**src/rtl/strobe_regfile.sv**
```systemverilog
module strobe_regfile #(
  parameter int unsigned ADDR_W = 8,
  parameter logic [ADDR_W-1:0] OFF_CTRL  = 'h0,
  parameter logic [ADDR_W-1:0] OFF_PACK  = 'h4,
  parameter logic [ADDR_W-1:0] OFF_FULL  = 'h8,
  parameter logic [ADDR_W-1:0] OFF_SPLIT = 'hC,
  parameter logic [31:0] RST_CTRL  = 32'hA55A0F0F,
  parameter logic [7:0]  RST_PBYTE = 8'h56,
  parameter logic [15:0] RST_PHALF = 16'h1234,
  parameter logic [31:0] RST_FULL  = 32'hDEADBEEF,
  parameter logic [15:0] RST_SHI   = 16'hCAFE,
  parameter logic [7:0]  RST_SLO   = 8'h42
) (
  input  logic              clk_i,
  input  logic              rst_ni,
  input  logic              req_valid_i,
  input  logic [ADDR_W-1:0] req_addr_i,
  input  logic              req_write_i,
  input  logic [31:0]       req_wdata_i,
  input  logic [3:0]        req_strb_i,
  output logic [31:0]       rsp_rdata_o,
  output logic              rsp_error_o,
  output logic              rsp_ready_o
);

  function automatic logic [2:0] spans(input logic [3:0] m);
    return m[2:0] & m[3:1];
  endfunction

  localparam logic [3:0] M_CTOP  = 4'b1000;
  localparam logic [3:0] M_CMID  = 4'b0100;
  localparam logic [3:0] M_CLOW  = 4'b0011;
  localparam logic [3:0] M_PBYTE = 4'b0001;
  localparam logic [3:0] M_PHALF = 4'b0110;
  localparam logic [3:0] M_FULL  = 4'b1111;
  localparam logic [3:0] M_SHI   = 4'b1100;
  localparam logic [3:0] M_SLO   = 4'b0001;

  localparam logic [2:0] D_CTRL  = spans(M_CTOP) | spans(M_CMID) | spans(M_CLOW);
  localparam logic [2:0] D_PBYTE = spans(M_PBYTE);
  localparam logic [2:0] D_PHALF = spans(M_PHALF);
  localparam logic [2:0] D_FULL  = spans(M_FULL);
  localparam logic [2:0] D_SPLIT = spans(M_SHI) | spans(M_SLO);

  logic [7:0]  c_top_q, c_mid_q, p_byte_q, s_lo_q;
  logic [15:0] c_low_q, p_half_q, s_hi_q;
  logic [31:0] f_word_q;

  logic hit_ctrl, hit_pack, hit_full, hit_split, miss, bnd_err, wr_ok;
  logic [2:0] edges;

  assign hit_ctrl  = req_addr_i == OFF_CTRL;
  assign hit_pack  = req_addr_i == OFF_PACK;
  assign hit_full  = req_addr_i == OFF_FULL;
  assign hit_split = req_addr_i == OFF_SPLIT;
  assign miss      = ~(hit_ctrl | hit_pack | hit_full | hit_split);

  assign edges   = req_strb_i[2:0] ^ req_strb_i[3:1];
  assign bnd_err = (hit_ctrl  & (|(edges & D_CTRL)))
                 | (hit_pack  & (|(edges & D_PBYTE)))
                 | (hit_pack  & (|(edges & D_PHALF)))
                 | (hit_full  & (|(edges & D_FULL)))
                 | (hit_split & (|(edges & D_SPLIT)));

  assign wr_ok       = req_valid_i & req_write_i & ~miss & ~bnd_err;
  assign rsp_error_o = req_valid_i & (miss | (req_write_i & bnd_err));
  assign rsp_ready_o = 1'b1;

  logic we_ctop, we_cmid, we_clow, we_pbyte, we_phalf, we_full, we_shi, we_slo;
  assign we_ctop  = wr_ok & hit_ctrl  & (|(M_CTOP  & req_strb_i));
  assign we_cmid  = wr_ok & hit_ctrl  & (|(M_CMID  & req_strb_i));
  assign we_clow  = wr_ok & hit_ctrl  & (|(M_CLOW  & req_strb_i));
  assign we_pbyte = wr_ok & hit_pack  & (|(M_PBYTE & req_strb_i));
  assign we_phalf = wr_ok & hit_pack  & (|(M_PHALF & req_strb_i));
  assign we_full  = wr_ok & hit_full  & (|(M_FULL  & req_strb_i));
  assign we_shi   = wr_ok & hit_split & (|(M_SHI   & req_strb_i));
  assign we_slo   = wr_ok & hit_split & (|(M_SLO   & req_strb_i));

  always_ff @(posedge clk_i or negedge rst_ni) begin
    if (!rst_ni) begin
      c_top_q  <= RST_CTRL[31:24];
      c_mid_q  <= RST_CTRL[23:16];
      c_low_q  <= RST_CTRL[15:0];
      p_byte_q <= RST_PBYTE;
      p_half_q <= RST_PHALF;
      f_word_q <= RST_FULL;
      s_hi_q   <= RST_SHI;
      s_lo_q   <= RST_SLO;
    end else begin
      if (we_ctop)  c_top_q  <= req_wdata_i[31:24];
      if (we_cmid)  c_mid_q  <= req_wdata_i[23:16];
      if (we_clow)  c_low_q  <= req_wdata_i[15:0];
      if (we_pbyte) p_byte_q <= req_wdata_i[7:0];
      if (we_phalf) p_half_q <= req_wdata_i[23:8];
      if (we_full)  f_word_q <= req_wdata_i;
      if (we_shi)   s_hi_q   <= req_wdata_i[31:16];
      if (we_slo)   s_lo_q   <= req_wdata_i[7:0];
    end
  end

  always_comb begin
    rsp_rdata_o = '0;
    if (req_valid_i) begin
      if (hit_ctrl)  rsp_rdata_o = rsp_rdata_o | {c_top_q, c_mid_q, c_low_q};
      if (hit_pack)  rsp_rdata_o = rsp_rdata_o | {24'h0, p_byte_q};
      if (hit_pack)  rsp_rdata_o = rsp_rdata_o | {8'h0, p_half_q, 8'h0};
      if (hit_full)  rsp_rdata_o = rsp_rdata_o | f_word_q;
      if (hit_split) rsp_rdata_o = rsp_rdata_o | {s_hi_q, 8'h0, s_lo_q};
    end
  end

endmodule

```
**config.mk**
```make
export PLATFORM = sky130hd
export DESIGN_NAME = strobe_regfile
export DESIGN_NICKNAME = d
export VERILOG_FILES = /design/src/rtl/strobe_regfile.sv
export SDC_FILE = /design/constraint.sdc
export NUM_CORES = 1
export LEC_CHECK = 0
export CORE_ASPECT_RATIO = 1.2
export CORE_MARGIN = 2
export CORE_UTILIZATION = 54
export CTS_CLUSTER_DIAMETER = 50
export CTS_CLUSTER_SIZE = 16
export DETAILED_ROUTE_END_ITERATION = 12
export PLACE_DENSITY_LB_ADDON = 0.2
export SLEW_MARGIN = 20
export SYNTH_ARGS = -nofsm -noshare
export SYNTH_HDL_FRONTEND = slang
export SYNTH_SLANG_ARGS = --single-unit
export TNS_END_PERCENT = 10
```
**constraint.sdc**
```tcl
create_clock -name clk_i -period 2.7 [get_ports clk_i]
set_clock_uncertainty 0.2 [all_clocks]
set_input_delay 0.405 -clock clk_i [delete_from_list [all_inputs] [get_ports clk_i]]
set_output_delay 0.405 -clock clk_i [all_outputs]
set_load 0.02 [all_outputs]
```
* Word-level counts from Yosys, hierarchy flattened
Cells that the tools add are included.
Word-level totals: bits in registers 112, bits of input ports 48, bits in latches 0, memories kept 0, memory bits (writable) 0, ROM bits 0
Cells by class: $lt $le $gt $ge 0, shift operators 0, equal/unequal tests 3, $add $sub $neg 0, mux-type cells 10, reduce and logical (&&, ||, !) cells 6, bitwise operators 35, divide/modulo/power cells 0, $mul 0
Operators with widths (number):
- $mux 32 | 10
- $or 32x32->32 | 2
- $or 32x24->32 | 1
- $or 32x8->32 | 1
- $and 1x1->1 | 21
- $eq 8x4->1 const B | 2
- $eq 8x3->1 const B | 1
- $logic_not 8->1 | 1
- $or 1x1->1 | 7
- $reduce_or 2->1 | 3
- $reduce_or 4->1 | 1
- $reduce_or 3->1 | 1
- $xor 3x3->3 | 1
- $not 1->1 | 2

* Logic depth before layout (Yosys ltp)
Gate-level depths: netlist of run 1.
depth after elaboration 15, mapped depth 8

* Worst setup path before layout of run 1
No wires, ideal clock.
path kind input-to-reg, start point input req_strb_i[1], end point register s_lo_q[0], arrival 2.070 ns, cell stages on the path 7, path buffers 1, slack 0.305 ns, required time 2.375 ns, library setup time 0.125 ns, path through inv_1 > ha_1 > a21oi_2 > o211ai_4 > or4_1 > buf_6 > mux2_4
Between the ends: cells in the longest elaborated chain, start to end 9, elaborated cells on any way between the ends 12
RTL lines:
- start, declared | RTL line 20 | input logic [3:0] req_strb_i,
- $xor 3x3->3 (*) | RTL line 58 | assign edges = req_strb_i[2:0] ^ req_strb_i[3:1];
- $reduce_or 3->1 (tied with other cells) | RTL line 62 | | (hit_full & (|(edges & D_FULL)))
- $and 1x1->1 or $or 1x1->1 (tied branches) | RTL line 62, 61
- $or 1x1->1 (*) | RTL line 62
- $or 1x1->1 (*) | RTL line 63 | | (hit_split & (|(edges & D_SPLIT)));
- $not 1->1 (*) | RTL line 65 | assign wr_ok = req_valid_i & req_write_i & ~miss & ~bnd_err;
- $and 1x1->1 (*) | RTL line 65
- $and 1x1->1 (*) (2 in a row) | RTL line 77 | assign we_slo = wr_ok & hit_split & (|(M_SLO & req_strb_i));
- end signal, assigned | RTL line 97 | if (we_slo) s_lo_q <= req_wdata_i[7:0];
- end, declared | RTL line 45 | logic [7:0] c_top_q, c_mid_q, p_byte_q, s_lo_q;
Every way passes the cells marked *; elsewhere a longest branch is shown, timed or not. A chain may end at the register's enable or synchronous reset.

* Final worst setup path of run 1
start point input req_strb_i[2], end point output rsp_error_o
Between the ends: cells in the longest elaborated chain, start to end 8, elaborated cells on any way between the ends 11
RTL lines:
- $xor 3x3->3 (*) | RTL line 58
- $reduce_or 3->1 or $and 1x1->1 (tied branches) | RTL line 62, 61
- $and 1x1->1 or $or 1x1->1 (tied branches) | RTL line 62, 61
- $or 1x1->1 | RTL line 62
- $or 1x1->1 (*) | RTL line 63
- $and 1x1->1 (*) | RTL line 66 | assign rsp_error_o = req_valid_i & (miss | (req_write_i & bnd_err));
- $or 1x1->1 (*) | RTL line 66
- $and 1x1->1 (*) | RTL line 66
- end, declared | RTL line 22 | output logic rsp_error_o,
Marks and branches as above.

==> qor.csv, run 1 <==
metric,value,unit
outcome,finished clean,
yosysTopAreaCell,dfstp_2,
fin_util,69.91,%
power_frac_comb,8.9,%
yosysUniqueCellTypes,35,
die_h,114.3,µm
period_share,99.40,%
drtIter0Drc,139,
crit_start,req_strb_i[2],
switching_share,23.00,%
synth_nets,436,
hpwl,8059,µm
grt.total_usage,22.81,%
p_leak,3.399,nW
synthCells,385,
hold_ws,0.2864,ns
num_vias,3481,
cp-start-kind,input port,
rsz0062_at_grt,yes,
worstPathArrival,2.08,ns
clkLatencyLatePin,0.34,ns
cts_buffer_depth,2,
final-seq-area,2880,µm²
syn_to_final_growth,27.23,%
hold_viol,0,
yosysWarnings,0,
rows,40,
end_kind,output pin,
grt_pass1_vias,3747,
period_minus_slack,2.684,ns
ys.flop_type,dfstp_2,
regToRegStartpoint,c_low_q[15],
gr-total-overflow,0,
vdd_drop_max,0.3258,mV
cap_violations,0,
drcViolationCount,0,
internal-power,2.507,mW
cp_max_fo,4,
fill_cells,696,
cp-endpoint,rsp_error_o,
layout-drive-gt1-share,50.51,%
yosys-top-cells-area,"dfstp_2 30%, dfrtp_1 23%, mux2_2 19%, mux4_2 6.6%, mux2i_1 2.9%",
antenna_found_initial,0,
initial_core_util,54.95,%
vias_per_cell,5.605,
first_pass_iters,4,
max_freq,0.3726,GHz
die_area,10960,µm²
cts_tree,yes,
pwr-share-seq,52.8,%
ant_nets,0,
r2r-end,c_low_q[15],
ios,82,
holdCritPathClass,flip-flop to flip-flop,
regToRegSetupSlack,1.71,ns
die_w,95.90,µm
critPathKind,input port to output pin,
gp_congestion,0.7892,
syn_area,5473,µm²
async_flop_share,100.0,%
cellPowerDensity,467.6,nW/µm²
htreeDepth,3,
synth_top_area_share,29.77,%
cts.clk_slew.worst_paths,0.07,ns
routedWlPerCell,18.77,µm
setup_violations,0,
yosys-top-cells-count,"91 x mux2_2, 62 x dfstp_2, 50 x dfrtp_1",
reg2regPathDepth,1,
synth_seq_area_share,52.63,%
p_clk_share,38.3,%
p_sw,748.9,µW
grt_max_degree,56,
post_cts_buffers,0,
core,9960,µm²
root_buffer,clkbuf_16,
critPathRequiredTime,2.10,ns
worst_pin_slew,0.5077,ns
fin_setup_tns,0,ns
port_buffers,80,
syn_area_per_cell,14.21,µm²
multi_input_area,2439,µm²
synth_edf_count,0,
synth_seq_cells,112,
wirelength,11650,µm
power,3.256,mW
grt_pass1_wl,18800,µm
post-synth-top-count-cell,mux2_2,
max_slew_margin,66.15,%
slew_violations,0,
cts_buffers,9,
n_antenna_cell,0,
nets,541,
cts.sink_count,112,
worst min-delay path by stage:
stage	end	startpoint	slack (ns)	cells past startpoint
floorplan	c_low_q[12]	rst_ni	-0.09	0
global placement	c_low_q[5]	rst_ni	0.20	1
detailed placement	c_low_q[5]	rst_ni	0.20	1
CTS	c_low_q[12]	c_low_q[12]	0.29	1
global route	c_low_q[14]	c_low_q[14]	0.31	1
finish	c_low_q[12]	c_low_q[12]	0.29	1
per-stage QoR:
step	worst slack (ns)	std cells	area, µm²
3_3_place_gp	-0.2460	604	6694
3_5_place_dp	-0.2904	604	6694
4_1_cts	-0.1644	621	6955
5_1_grt	-0.05096	621	6963
2_1_floorplan	0.3050	385	5473
6_report	0.01619	621	6963
power by group through the flow:
stage	combinational, mW	clock, mW	sequential [mW]
3_5_place_dp	0.290	0	1.75
4_1_cts	0.292	1.29	1.72
5_1_grt	0.315	1.35	1.72
6_report	0.290	1.25	1.72
3_3_place_gp	0.285	0	1.75
2_1_floorplan	0.112	0	1.74
layout by cell type, fill, tap and decap left out, drive strengths merged, types with 4 or more instances in the layout:
cell type      synthesis  final
a21oi                 11     11
a31oi                  8      8
and3                  17     17
buf                   18     41
clkbuf                 7     14
clkdlybuf4s50          0     44
dfrtp                 50     50
dfstp                 62     62
dlygate4sd2            0     20
dlymetal6s2s           0      7
inv                    5      6
mux2                 112    112
mux2i                 16     16
mux4                  16     16
nand2                  4      4
nor2                  37     37
cells by family after synthesis:
family | synth area share [%]
multiplexers | 33.10
AO/OA/AOI/OAI | 2.561
buffers and inverters | 2.812
flip-flops | 52.63
other | 0.06852
AND/OR/NAND/NOR | 8.139
adder cells (fa/ha/maj) | 0.6859
registers in the layout, indices dropped and copies added, names as in the netlist:
signal / cells
f_word_q: 32
s_lo_q: 8
s_hi_q: 16
c_low_q: 16
c_mid_q: 8
p_half_q: 16
p_byte_q: 8
c_top_q: 8
area by class of cell:
cell class	instances	share of cell area, %
inverters	5	0.2695
flip-flops and latches	112	41.37
multi-input cells	243	35.02
well taps	126	2.264
clock inverters	6	0.6110
repair buffers	119	17.04
clock buffers	10	3.432
per-layer routing:
layer	part of all wire (%)	up-vias	global-route usage, %
li1	-	1614	-
met1	45	1781	31.31
met2	50	72	36.78
met3	3.6	14	3.621
met4	1.5	0	8.381
met5	0	-	0
critical path: stages:
cell	delay, ns
clkdlybuf4s50_1	0.50
inv_1	0.07
ha_1	0.31
a21oi_2	0.21
o211ai_4	0.11
a21oi_1	0.16
nor2b_1	0.06
clkdlybuf4s15_2	0.25
repair_timing:
action / CTS / global route
setup endpoints to repair: 33 / 14
hold endpoints to repair: 18 / 0
gates resized for setup: 28 / 17
hold buffers: 1 / 0
pin swaps: 1 / 0
No activity file was read; power rests on OpenSTA's default activity.
==> inputs of run 2 (changes only) <==
--- a/config.mk
+++ b/config.mk
@@ -16,4 +16,3 @@
 export SYNTH_ARGS = -nofsm -noshare
 export SYNTH_HDL_FRONTEND = slang
 export SYNTH_SLANG_ARGS = --single-unit
-export TNS_END_PERCENT = 10
==> run 2 against run 1 <==
- critical path depth unchanged
- combinational power hardly changed
- final cell count unchanged
- via count grew 0.43%
- setup slack gained 0.069 ns
- non-clock buffer count is the same
- sequential power about the same
==> qor.csv, run 2 (synthesis results as in run 1) <==
metric,value,unit
outcome,finished clean,
worstPathArrival,2.01,ns
hold_viol,0,
rsz0062_at_grt,no,
largest_register_ffs,32,
ant_nets,0,
cp-start-kind,input port,
whs_endpoint,c_low_q[12],
cp_num_buf_inv,3,
setup_violations,0,
wirelength,11640,µm
port_buffers,80,
critPathKind,input port to output pin,
final-seq-area,2880,µm²
cpPeakStageDelay,0.48,ns
cellPowerDensity,469.0,nW/µm²
period_minus_slack,2.615,ns
htreeDepth,3,
hold_depth,1,
gp_congestion,0.7892,
top_register,f_word_q,
syn_to_final_growth,27.05,%
cts_tree,yes,
gr-total-overflow,0,
grt.total_usage,22.83,%
nets,541,
first_pass_iters,4,
multi_input_area,2455,µm²
initial_core_util,54.95,%
grt_max_degree,56,
layout-drive-gt1-share,50.91,%
cp_max_fo,4,
cts.clk_slew.worst_paths,0.07,ns
die_area,10960,µm²
place_ws,-0.2904,ns
period_share,96.84,%
num_vias,3496,
grt_pass1_wl,18810,µm
r2r-end,c_low_q[15],
root_buffer,clkbuf_16,
fill_cells,702,
critPathSlowestCell,clkdlybuf4s50_1,
path_cells,"clkdlybuf4s50_1, inv_1, ha_4, a21oi_2, o211ai_4, a21oi_2, nor2b_1, clkdlybuf4s15_2",
post-place-cells,604,
final_cells,621,
vias_per_cell,5.630,
hp-start,c_low_q[12],
max_freq,0.3825,GHz
die_w,95.90,µm
cap_violations,0,
rows,40,
crit_path_frequent_cell,a21oi_2,
grt_pass1_vias,3757,
drtIter0Drc,136,
slew_violations,0,
critPathRequiredTime,2.10,ns
holdCritPathClass,flip-flop to flip-flop,
vdd_drop_max,0.3252,mV
critPathTopFamily,buffers and inverters,
regToRegSetupSlack,1.71,ns
antenna_found_initial,0,
die_h,114.3,µm
end_kind,output pin,
ios,82,
max_slew_margin,66.29,%
regToRegStartpoint,c_low_q[15],
n_antenna_cell,0,
mostFrequentLayoutCells,"91 x mux2_2, 62 x dfstp_2, 50 x dfrtp_1",
worst_pin_slew,0.5056,ns
hpwl,8059,µm
layout_commonest_cell,mux2_2,
fin_ws,0.08537,ns
clkLatencyLatePin,0.34,ns
fin_util,69.81,%
drcViolationCount,0,
core,9960,µm²
cts.sink_count,112,
cts_buffers,9,
cts_buffer_depth,2,
reg2regPathDepth,1,
routedWlPerCell,18.74,µm
fin_setup_tns,0,ns
p_leak,3.301,nW
## run 2: per-layer routing
metal	track usage (%)	part of all wire (%)	routed length (µm)	up-vias
li1	-	-	-	1611
met1	31.26	45	5209	1782
met2	36.78	50	5770	85
met3	3.687	4.0	464	18
met4	8.476	1.6	190	0
met5	0	0	0	-
## run 2: area by class of cell
type / count / share of cell area (%)
Clock inverter: 6 / 0.6118
Inverter: 5 / 0.2699
Sequential cell: 112 / 41.43
Tap cell: 126 / 2.267
Timing Repair Buffer: 119 / 16.68
Clock buffer: 10 / 3.437
Multi-Input combinational cell: 243 / 35.31
## run 2: how the worst max path moves through the flow
stage	from	endpoint	slack (ns)	cells after the start
after floorplan	req_strb_i[1]	s_lo_q[0]	0.30	7
after global placement	req_strb_i[2]	rsp_error_o	-0.25	8
after detailed placement	req_strb_i[2]	rsp_error_o	-0.29	8
after CTS	req_addr_i[1]	rsp_rdata_o[25]	0.03	7
after global routing	req_addr_i[1]	rsp_rdata_o[24]	0.003	7
final	req_strb_i[2]	rsp_error_o	0.09	8
## run 2: what timing repair did
| action | 4_1_cts | 5_1_grt |
|---|---|---|
| buffers inserted | 0 | 0 |
| endpoints found under the setup margin | 33 | 6 |
| hold buffers | 1 | 0 |
| gates resized for setup | 36 | 11 |
| hold endpoints to repair | 18 | 0 |
| pin swaps | 1 | 1 |
## run 2: power by group
group,internal (mW),switching (mW)
combinational,0.146,0.146
clock,0.653,0.596
sequential,1.71,0.00947
## run 2: stage by stage
stage	cell area (µm²)	hold slack, ns	power, mW
finish	6953	0.2889	3.261
global route	6953	0.3097	3.386
CTS	6950	0.2915	3.301
detailed placement	6694	0.2010	2.037
global placement	6694	0.1983	2.030
floorplan	5473	-0.09059	1.856
